**config.mk**
```make
export PLATFORM = sky130hd
export DESIGN_NAME = sio_cfg_port
export DESIGN_NICKNAME = d
export VERILOG_FILES = /design/src/rtl/sio_cfg_pkg.sv /design/src/rtl/sio_cfg_unlock.sv /design/src/rtl/sio_cfg_regbank.sv /design/src/rtl/sio_cfg_port.sv
export SDC_FILE = /design/constraint.sdc
export NUM_CORES = 1
export LEC_CHECK = 0
export ABC_AREA = 1
export BUFFER_PORTS_ARGS = -buffer_cell sky130_fd_sc_hd__buf_2
export CAP_MARGIN = 0
export CORE_MARGIN = 10
export CORE_UTILIZATION = 45
export DETAILED_ROUTE_END_ITERATION = 10
export GPL_ROUTABILITY_DRIVEN = 0
export HOLD_SLACK_MARGIN = 0.06
export PLACE_DENSITY = 0.64
export SYNTH_ARGS = -nofsm -noshare
export SYNTH_HDL_FRONTEND = slang
export SYNTH_SLANG_ARGS = --single-unit
```
**constraint.sdc**
```tcl
create_clock -name clk -period 2.49 [get_ports clk]
set_input_delay 0.1245 -clock clk [delete_from_list [all_inputs] [get_ports clk]]
set_output_delay 0.1245 -clock clk [all_outputs]
set_load 0.005 [all_outputs]
```
**src/rtl/sio_cfg_pkg.sv**
```systemverilog
package sio_cfg_pkg;

    // Which configuration port a bus address hits
    typedef enum logic [1:0] {
        PORT_NONE  = 2'd0,
        PORT_INDEX = 2'd1,
        PORT_DATA  = 2'd2
    } port_e;

    // Which register the current index/device pair reaches
    typedef enum logic [1:0] {
        SEL_NONE = 2'd0,
        SEL_LDN  = 2'd1,
        SEL_UART = 2'd2,
        SEL_WDT  = 2'd3
    } sel_e;

    function automatic port_e port_of(input logic [7:0] addr,
                                      input logic [7:0] base);
        port_e p;
        if (addr == base)
            p = PORT_INDEX;
        else if (addr == base + 8'd1)
            p = PORT_DATA;
        else
            p = PORT_NONE;
        return p;
    endfunction

endpackage

```
**src/rtl/sio_cfg_unlock.sv**
```systemverilog
module sio_cfg_unlock #(
    parameter int          DW        = 8,
    parameter logic [DW-1:0] KEY_ENTER = 8'h87,
    parameter logic [DW-1:0] KEY_EXIT  = 8'hAA,
    parameter int          KEY_COUNT = 2
) (
    input  logic          clk,
    input  logic          rst_n,
    input  logic          idx_wr,
    input  logic [DW-1:0] wdata,
    output logic          cfg_open,
    output logic          idx_load
);

    localparam int CW = $clog2(KEY_COUNT + 1);
    localparam logic [CW-1:0] LAST = CW'(KEY_COUNT - 1);

    typedef struct packed {
        logic          open;
        logic [CW-1:0] cnt;
    } lock_t;

    lock_t st_d, st_q;

    always_comb begin
        st_d     = st_q;
        idx_load = 1'b0;
        if (idx_wr) begin
            if (!st_q.open) begin
                if (wdata == KEY_ENTER) begin
                    if (st_q.cnt == LAST) begin
                        st_d.open = 1'b1;
                        st_d.cnt  = '0;
                    end else begin
                        st_d.cnt = st_q.cnt + CW'(1);
                    end
                end else begin
                    st_d.cnt = '0;
                end
            end else begin
                if (wdata == KEY_EXIT) begin
                    st_d.open = 1'b0;
                    st_d.cnt  = '0;
                end else begin
                    idx_load = 1'b1;
                end
            end
        end
    end

    always_ff @(posedge clk) begin
        if (!rst_n) begin
            st_q.open <= 1'b0;
            st_q.cnt  <= '0;
        end else begin
            st_q <= st_d;
        end
    end

    assign cfg_open = st_q.open;

endmodule

```
**src/rtl/sio_cfg_regbank.sv**
```systemverilog
module sio_cfg_regbank
    import sio_cfg_pkg::*;
#(
    parameter int            DW          = 8,
    parameter logic [DW-1:0] LDN_IDX     = 8'h07,
    parameter logic [DW-1:0] UART_LDN    = 8'h02,
    parameter logic [DW-1:0] UART_EN_IDX = 8'h30,
    parameter logic [DW-1:0] WDT_LDN     = 8'h08,
    parameter logic [DW-1:0] WDT_TO_IDX  = 8'hF1,
    parameter logic          UART_RST    = 1'b1,
    parameter logic [DW-1:0] WDT_RST     = 8'h0A
) (
    input  logic          clk,
    input  logic          rst_n,
    input  logic          idx_load,
    input  logic          data_wr,
    input  logic [DW-1:0] wdata,
    output logic [DW-1:0] cur_idx,
    output logic [DW-1:0] cur_ldn,
    output logic [DW-1:0] reg_rdata,
    output logic          uart_en,
    output logic [DW-1:0] wdog_timeout
);

    typedef struct packed {
        logic [DW-1:0] idx;
        logic [DW-1:0] ldn;
        logic          uart;
        logic [DW-1:0] wdt;
    } bank_t;

    bank_t st_d, st_q;
    sel_e  sel;

    // Resolve index and device number to one register
    always_comb begin
        if (st_q.idx == LDN_IDX)
            sel = SEL_LDN;
        else if (st_q.idx == UART_EN_IDX && st_q.ldn == UART_LDN)
            sel = SEL_UART;
        else if (st_q.idx == WDT_TO_IDX && st_q.ldn == WDT_LDN)
            sel = SEL_WDT;
        else
            sel = SEL_NONE;
    end

    always_comb begin
        st_d = st_q;
        if (idx_load)
            st_d.idx = wdata;
        if (data_wr) begin
            unique case (sel)
                SEL_LDN:  st_d.ldn  = wdata;
                SEL_UART: st_d.uart = wdata[0];
                SEL_WDT:  st_d.wdt  = wdata;
                default:  ;
            endcase
        end
    end

    always_comb begin
        unique case (sel)
            SEL_LDN:  reg_rdata = st_q.ldn;
            SEL_UART: reg_rdata = {{(DW-1){1'b0}}, st_q.uart};
            SEL_WDT:  reg_rdata = st_q.wdt;
            default:  reg_rdata = '0;
        endcase
    end

    always_ff @(posedge clk) begin
        if (!rst_n) begin
            st_q.idx  <= '0;
            st_q.ldn  <= '0;
            st_q.uart <= UART_RST;
            st_q.wdt  <= WDT_RST;
        end else begin
            st_q <= st_d;
        end
    end

    assign cur_idx      = st_q.idx;
    assign cur_ldn      = st_q.ldn;
    assign uart_en      = st_q.uart;
    assign wdog_timeout = st_q.wdt;

endmodule

```
**src/rtl/sio_cfg_port.sv**
```systemverilog
module sio_cfg_port
    import sio_cfg_pkg::*;
#(
    parameter logic [7:0] BASE_ADDR = 8'h4E,
    parameter logic [7:0] KEY_ENTER = 8'h87,
    parameter logic [7:0] KEY_EXIT  = 8'hAA,
    parameter int         KEY_COUNT = 2,
    parameter logic [7:0] IDLE_READ = 8'hFF
) (
    input  logic       clk,
    input  logic       rst_n,
    input  logic       bus_wr,
    input  logic       bus_rd,
    input  logic [7:0] bus_addr,
    input  logic [7:0] bus_wdata,
    output logic [7:0] bus_rdata,
    output logic       uart_en,
    output logic [7:0] wdog_timeout,
    output logic       wdog_en
);

    typedef struct packed {
        logic [7:0] rdata;
    } rd_t;

    port_e      port;
    logic       cfg_open;
    logic       idx_load;
    logic       idx_wr;
    logic       data_wr;
    logic [7:0] cur_idx;
    logic [7:0] cur_ldn;
    logic [7:0] reg_rdata;
    rd_t        st_d, st_q;

    assign port    = port_of(bus_addr, BASE_ADDR);
    assign idx_wr  = bus_wr && (port == PORT_INDEX);
    assign data_wr = bus_wr && (port == PORT_DATA) && cfg_open;

    sio_cfg_unlock #(
        .DW        (8),
        .KEY_ENTER (KEY_ENTER),
        .KEY_EXIT  (KEY_EXIT),
        .KEY_COUNT (KEY_COUNT)
    ) u_unlock (
        .clk      (clk),
        .rst_n    (rst_n),
        .idx_wr   (idx_wr),
        .wdata    (bus_wdata),
        .cfg_open (cfg_open),
        .idx_load (idx_load)
    );

    sio_cfg_regbank #(
        .DW (8)
    ) u_bank (
        .clk          (clk),
        .rst_n        (rst_n),
        .idx_load     (idx_load),
        .data_wr      (data_wr),
        .wdata        (bus_wdata),
        .cur_idx      (cur_idx),
        .cur_ldn      (cur_ldn),
        .reg_rdata    (reg_rdata),
        .uart_en      (uart_en),
        .wdog_timeout (wdog_timeout)
    );

    always_comb begin
        st_d = st_q;
        if (bus_rd) begin
            if (cfg_open && port == PORT_INDEX)
                st_d.rdata = cur_idx;
            else if (cfg_open && port == PORT_DATA)
                st_d.rdata = reg_rdata;
            else
                st_d.rdata = IDLE_READ;
        end
    end

    always_ff @(posedge clk) begin
        if (!rst_n)
            st_q.rdata <= IDLE_READ;
        else
            st_q <= st_d;
    end

    assign bus_rdata = st_q.rdata;
    assign wdog_en   = |wdog_timeout;

endmodule

```
==> flow_summary.ini <==
[logic_synthesis]
synth_edf_count = 0
syn-num-nets = 316
syn_area_per_cell_um2 = 6.607
ys.warnings.count = 0
synth_cell_types = 26
ys_async_sr_fraction_pct = 0
syn_inst = 296
ys_seq_area_share_pct = 36.85
yosys_register_bits = 36
ys_dominant_reg_cell = dfxtp_1
synthesis.area_um2 = 1956

[detailed_routing]
dr.first_iter.drc_count = 165
drtPass1Iterations = 4
routedWlPerCell_um = 13.23
routed_wl_um = 5094
num_vias = 1893
drc_errors = 0
final_antenna_net_count = 0
vias_per_cell = 4.917

[run_status]
outcome = complete, no violations

[power_and_ir_drop]
power_density_nw_per_um2 = 482.3
cellLeakagePower_nw = 1.092
ir_drop_mv = 0.2857

[timing]
finalClockSkew_ns = 0.005282
rsz0062_at_grt = false
maxSlewHeadroom_pct = 63.78
maxSlewViolCount = 0
timing.final.ws_setup_ns = 0.9716
finalSetupViolations = 0
worst_pin_slew_ns = 0.5415
hold_viol = 0
clock.fmax_mhz = 658.6
fin_crit_sh_pct = 60.98
finalSetupTns_ns = 0
layout_min_cycle_time_ns = 1.518

[critical_path]
path_class = primary input to flop
worstPathArrival_ns = 1.71
critPathLaunch = bus_wdata[1]
worstSetupStartpointType = primary input
crit_required_ns = 2.68
cp-end-kind = flop
crit_fanout = 16
rr_startpoint = u_unlock.cfg_open

[floorplanning]
die_w_um = 85.92
dieHeight_um = 85.92
core_um2 = 4115
io_pins = 38
rows = 23
die-area_um2 = 7382
start_util_pct = 47.52

[clock_network]
cts_buffer_depth = 2
insertion_delay_ns = 0.29
cts_tree = done
cts-root-buf = clkbuf_8
clkSlewWorstSetupHoldPaths_ns = 0.07
post_cts_resized = 0
cts.sinks = 36
post-cts-setup-buffer-count = 0
cts_made_buffers = 5
cts_hold_buffers = 1
htree_levels = 2

[finish]
syn2layout_area_growth_pct = 15.61
drive_gt1_share_pct = 20.30
final_nets = 354
post-route-util_pct = 54.94
antenna_cells = 0
final_cell_area_um2 = 2261

[global_routing]
grt_antenna_before_repair = 0
grt_overflow_total = 0
grt_pass1_wl_um = 8825
grt_usage_pct = 14.56
grt_pass1_vias = 1852
grt_max_degree = 29

[placed_design]
numPortBuffers = 37
place_worst_setup_slack_ns = 1.002
placed_cell_area_um2 = 2158
hpwl_um = 3936

[min_path]
holdCritPathClass = primary input to flop
hold_start = bus_wdata[3]

[flow_run]
maxCapViolations = 0
[cell type report]
type                       count  area, um2
tap                           50      62.56
fill                         441       1854
clock inverter                 2      10.01
sequential                    36      720.7
multi-input combinational    231       1106
clock buffer                   6      82.58
timing repair buffer          38      195.2
inverter                      22      83.83
[synthesized netlist by cell type, types with 3 or more instances]
cell type / instances / share of area, %
a21oi_1: 9 / 2.3
dfxtp_1: 36 / 37
inv_1: 17 / 3.3
inv_2: 4 / 0.77
nand2_1: 75 / 14
nand2_2: 3 / 0.96
nand2_4: 3 / 1.7
nand3_1: 38 / 9.7
nor2_1: 76 / 15
nor2_4: 4 / 2.3
nor2_8: 3 / 3.1
nor3_1: 4 / 1.0
[cells in the final DEF (no fill, tap or decap), drive strengths merged, types with 2 or more instances in the layout]
cell,Yosys,layout
nor2,83,83
nand2,81,81
nand3,40,40
buf,5,37
dfxtp,36,36
inv,21,21
a21oi,9,9
nor3,7,7
clkbuf,2,6
clkinv,1,3
nor4,2,2
nand4,2,2
and2,2,2
nand3b,2,2
o21ai,2,2
[where the power goes]
part / internal [mW] / switching (mW) / total (mW)
combinational: 0.0309 / 0.0491 / 0.0800
clock: 0.221 / 0.205 / 0.426
sequential: 0.582 / 0.00267 / 0.585
[logic make-up (layout without fill, tap and decap cells)]
group / Yosys count / count (layout) / synth area share (%)
buf+inv: 29 / 68 / 6.590
compound gates: 12 / 12 / 3.199
simple gates: 219 / 219 / 53.36
flops: 36 / 36 / 36.85
[critical path, cell delays in order]
cell	delay [ns]
dlygate4sd3_1	0.52
buf_2	0.13
inv_1	0.11
nor3_2	0.08
nand2_1	0.07
nand2_2	0.09
nor2_4	0.30
nand2_1	0.14
nand2_1	0.10
nor2_1	0.04
[layer usage]
metal / vias to the layer above / global-route usage [%] / wire (um)
met1: 832 / 18.80 / 2419
li1: 1013 / - / -
met2: 42 / 22.45 / 2339
met4: 0 / 5.389 / 48
met3: 6 / 3.974 / 286
met5: - / 0 / 0
[sequential cells by signal (all words and copies together), names as in the netlist]
name	count
bus_rdata	8
u_bank.cur_idx	8
u_bank.cur_ldn	8
u_bank.wdog_timeout	8
u_unlock.st_q	2
u_bank.uart_en	1
u_unlock.cfg_open	1
[per-stage QoR]
step                      hold slack [ns]  power (mW)  std cells
final                             0.08311       1.090        385
after global routing              0.09365       1.144        385
after CTS                         0.07684       1.107        385
after detailed placement           0.3525      0.6777        376
after global placement             0.3452      0.6770        376
after floorplan                    0.2377      0.6433        296
[worst paths after layout]
kind	end	slack (ns)	cells after the start
max	u_bank.cur_idx[1]	0.97	10
min	u_bank.wdog_timeout[3]	0.08	3
min reg2reg	u_unlock.st_q[1]	0.43	2
max reg2reg	u_bank.wdog_timeout[1]	0.99	5
Note: power is estimated with default switching activity, not from simulation.
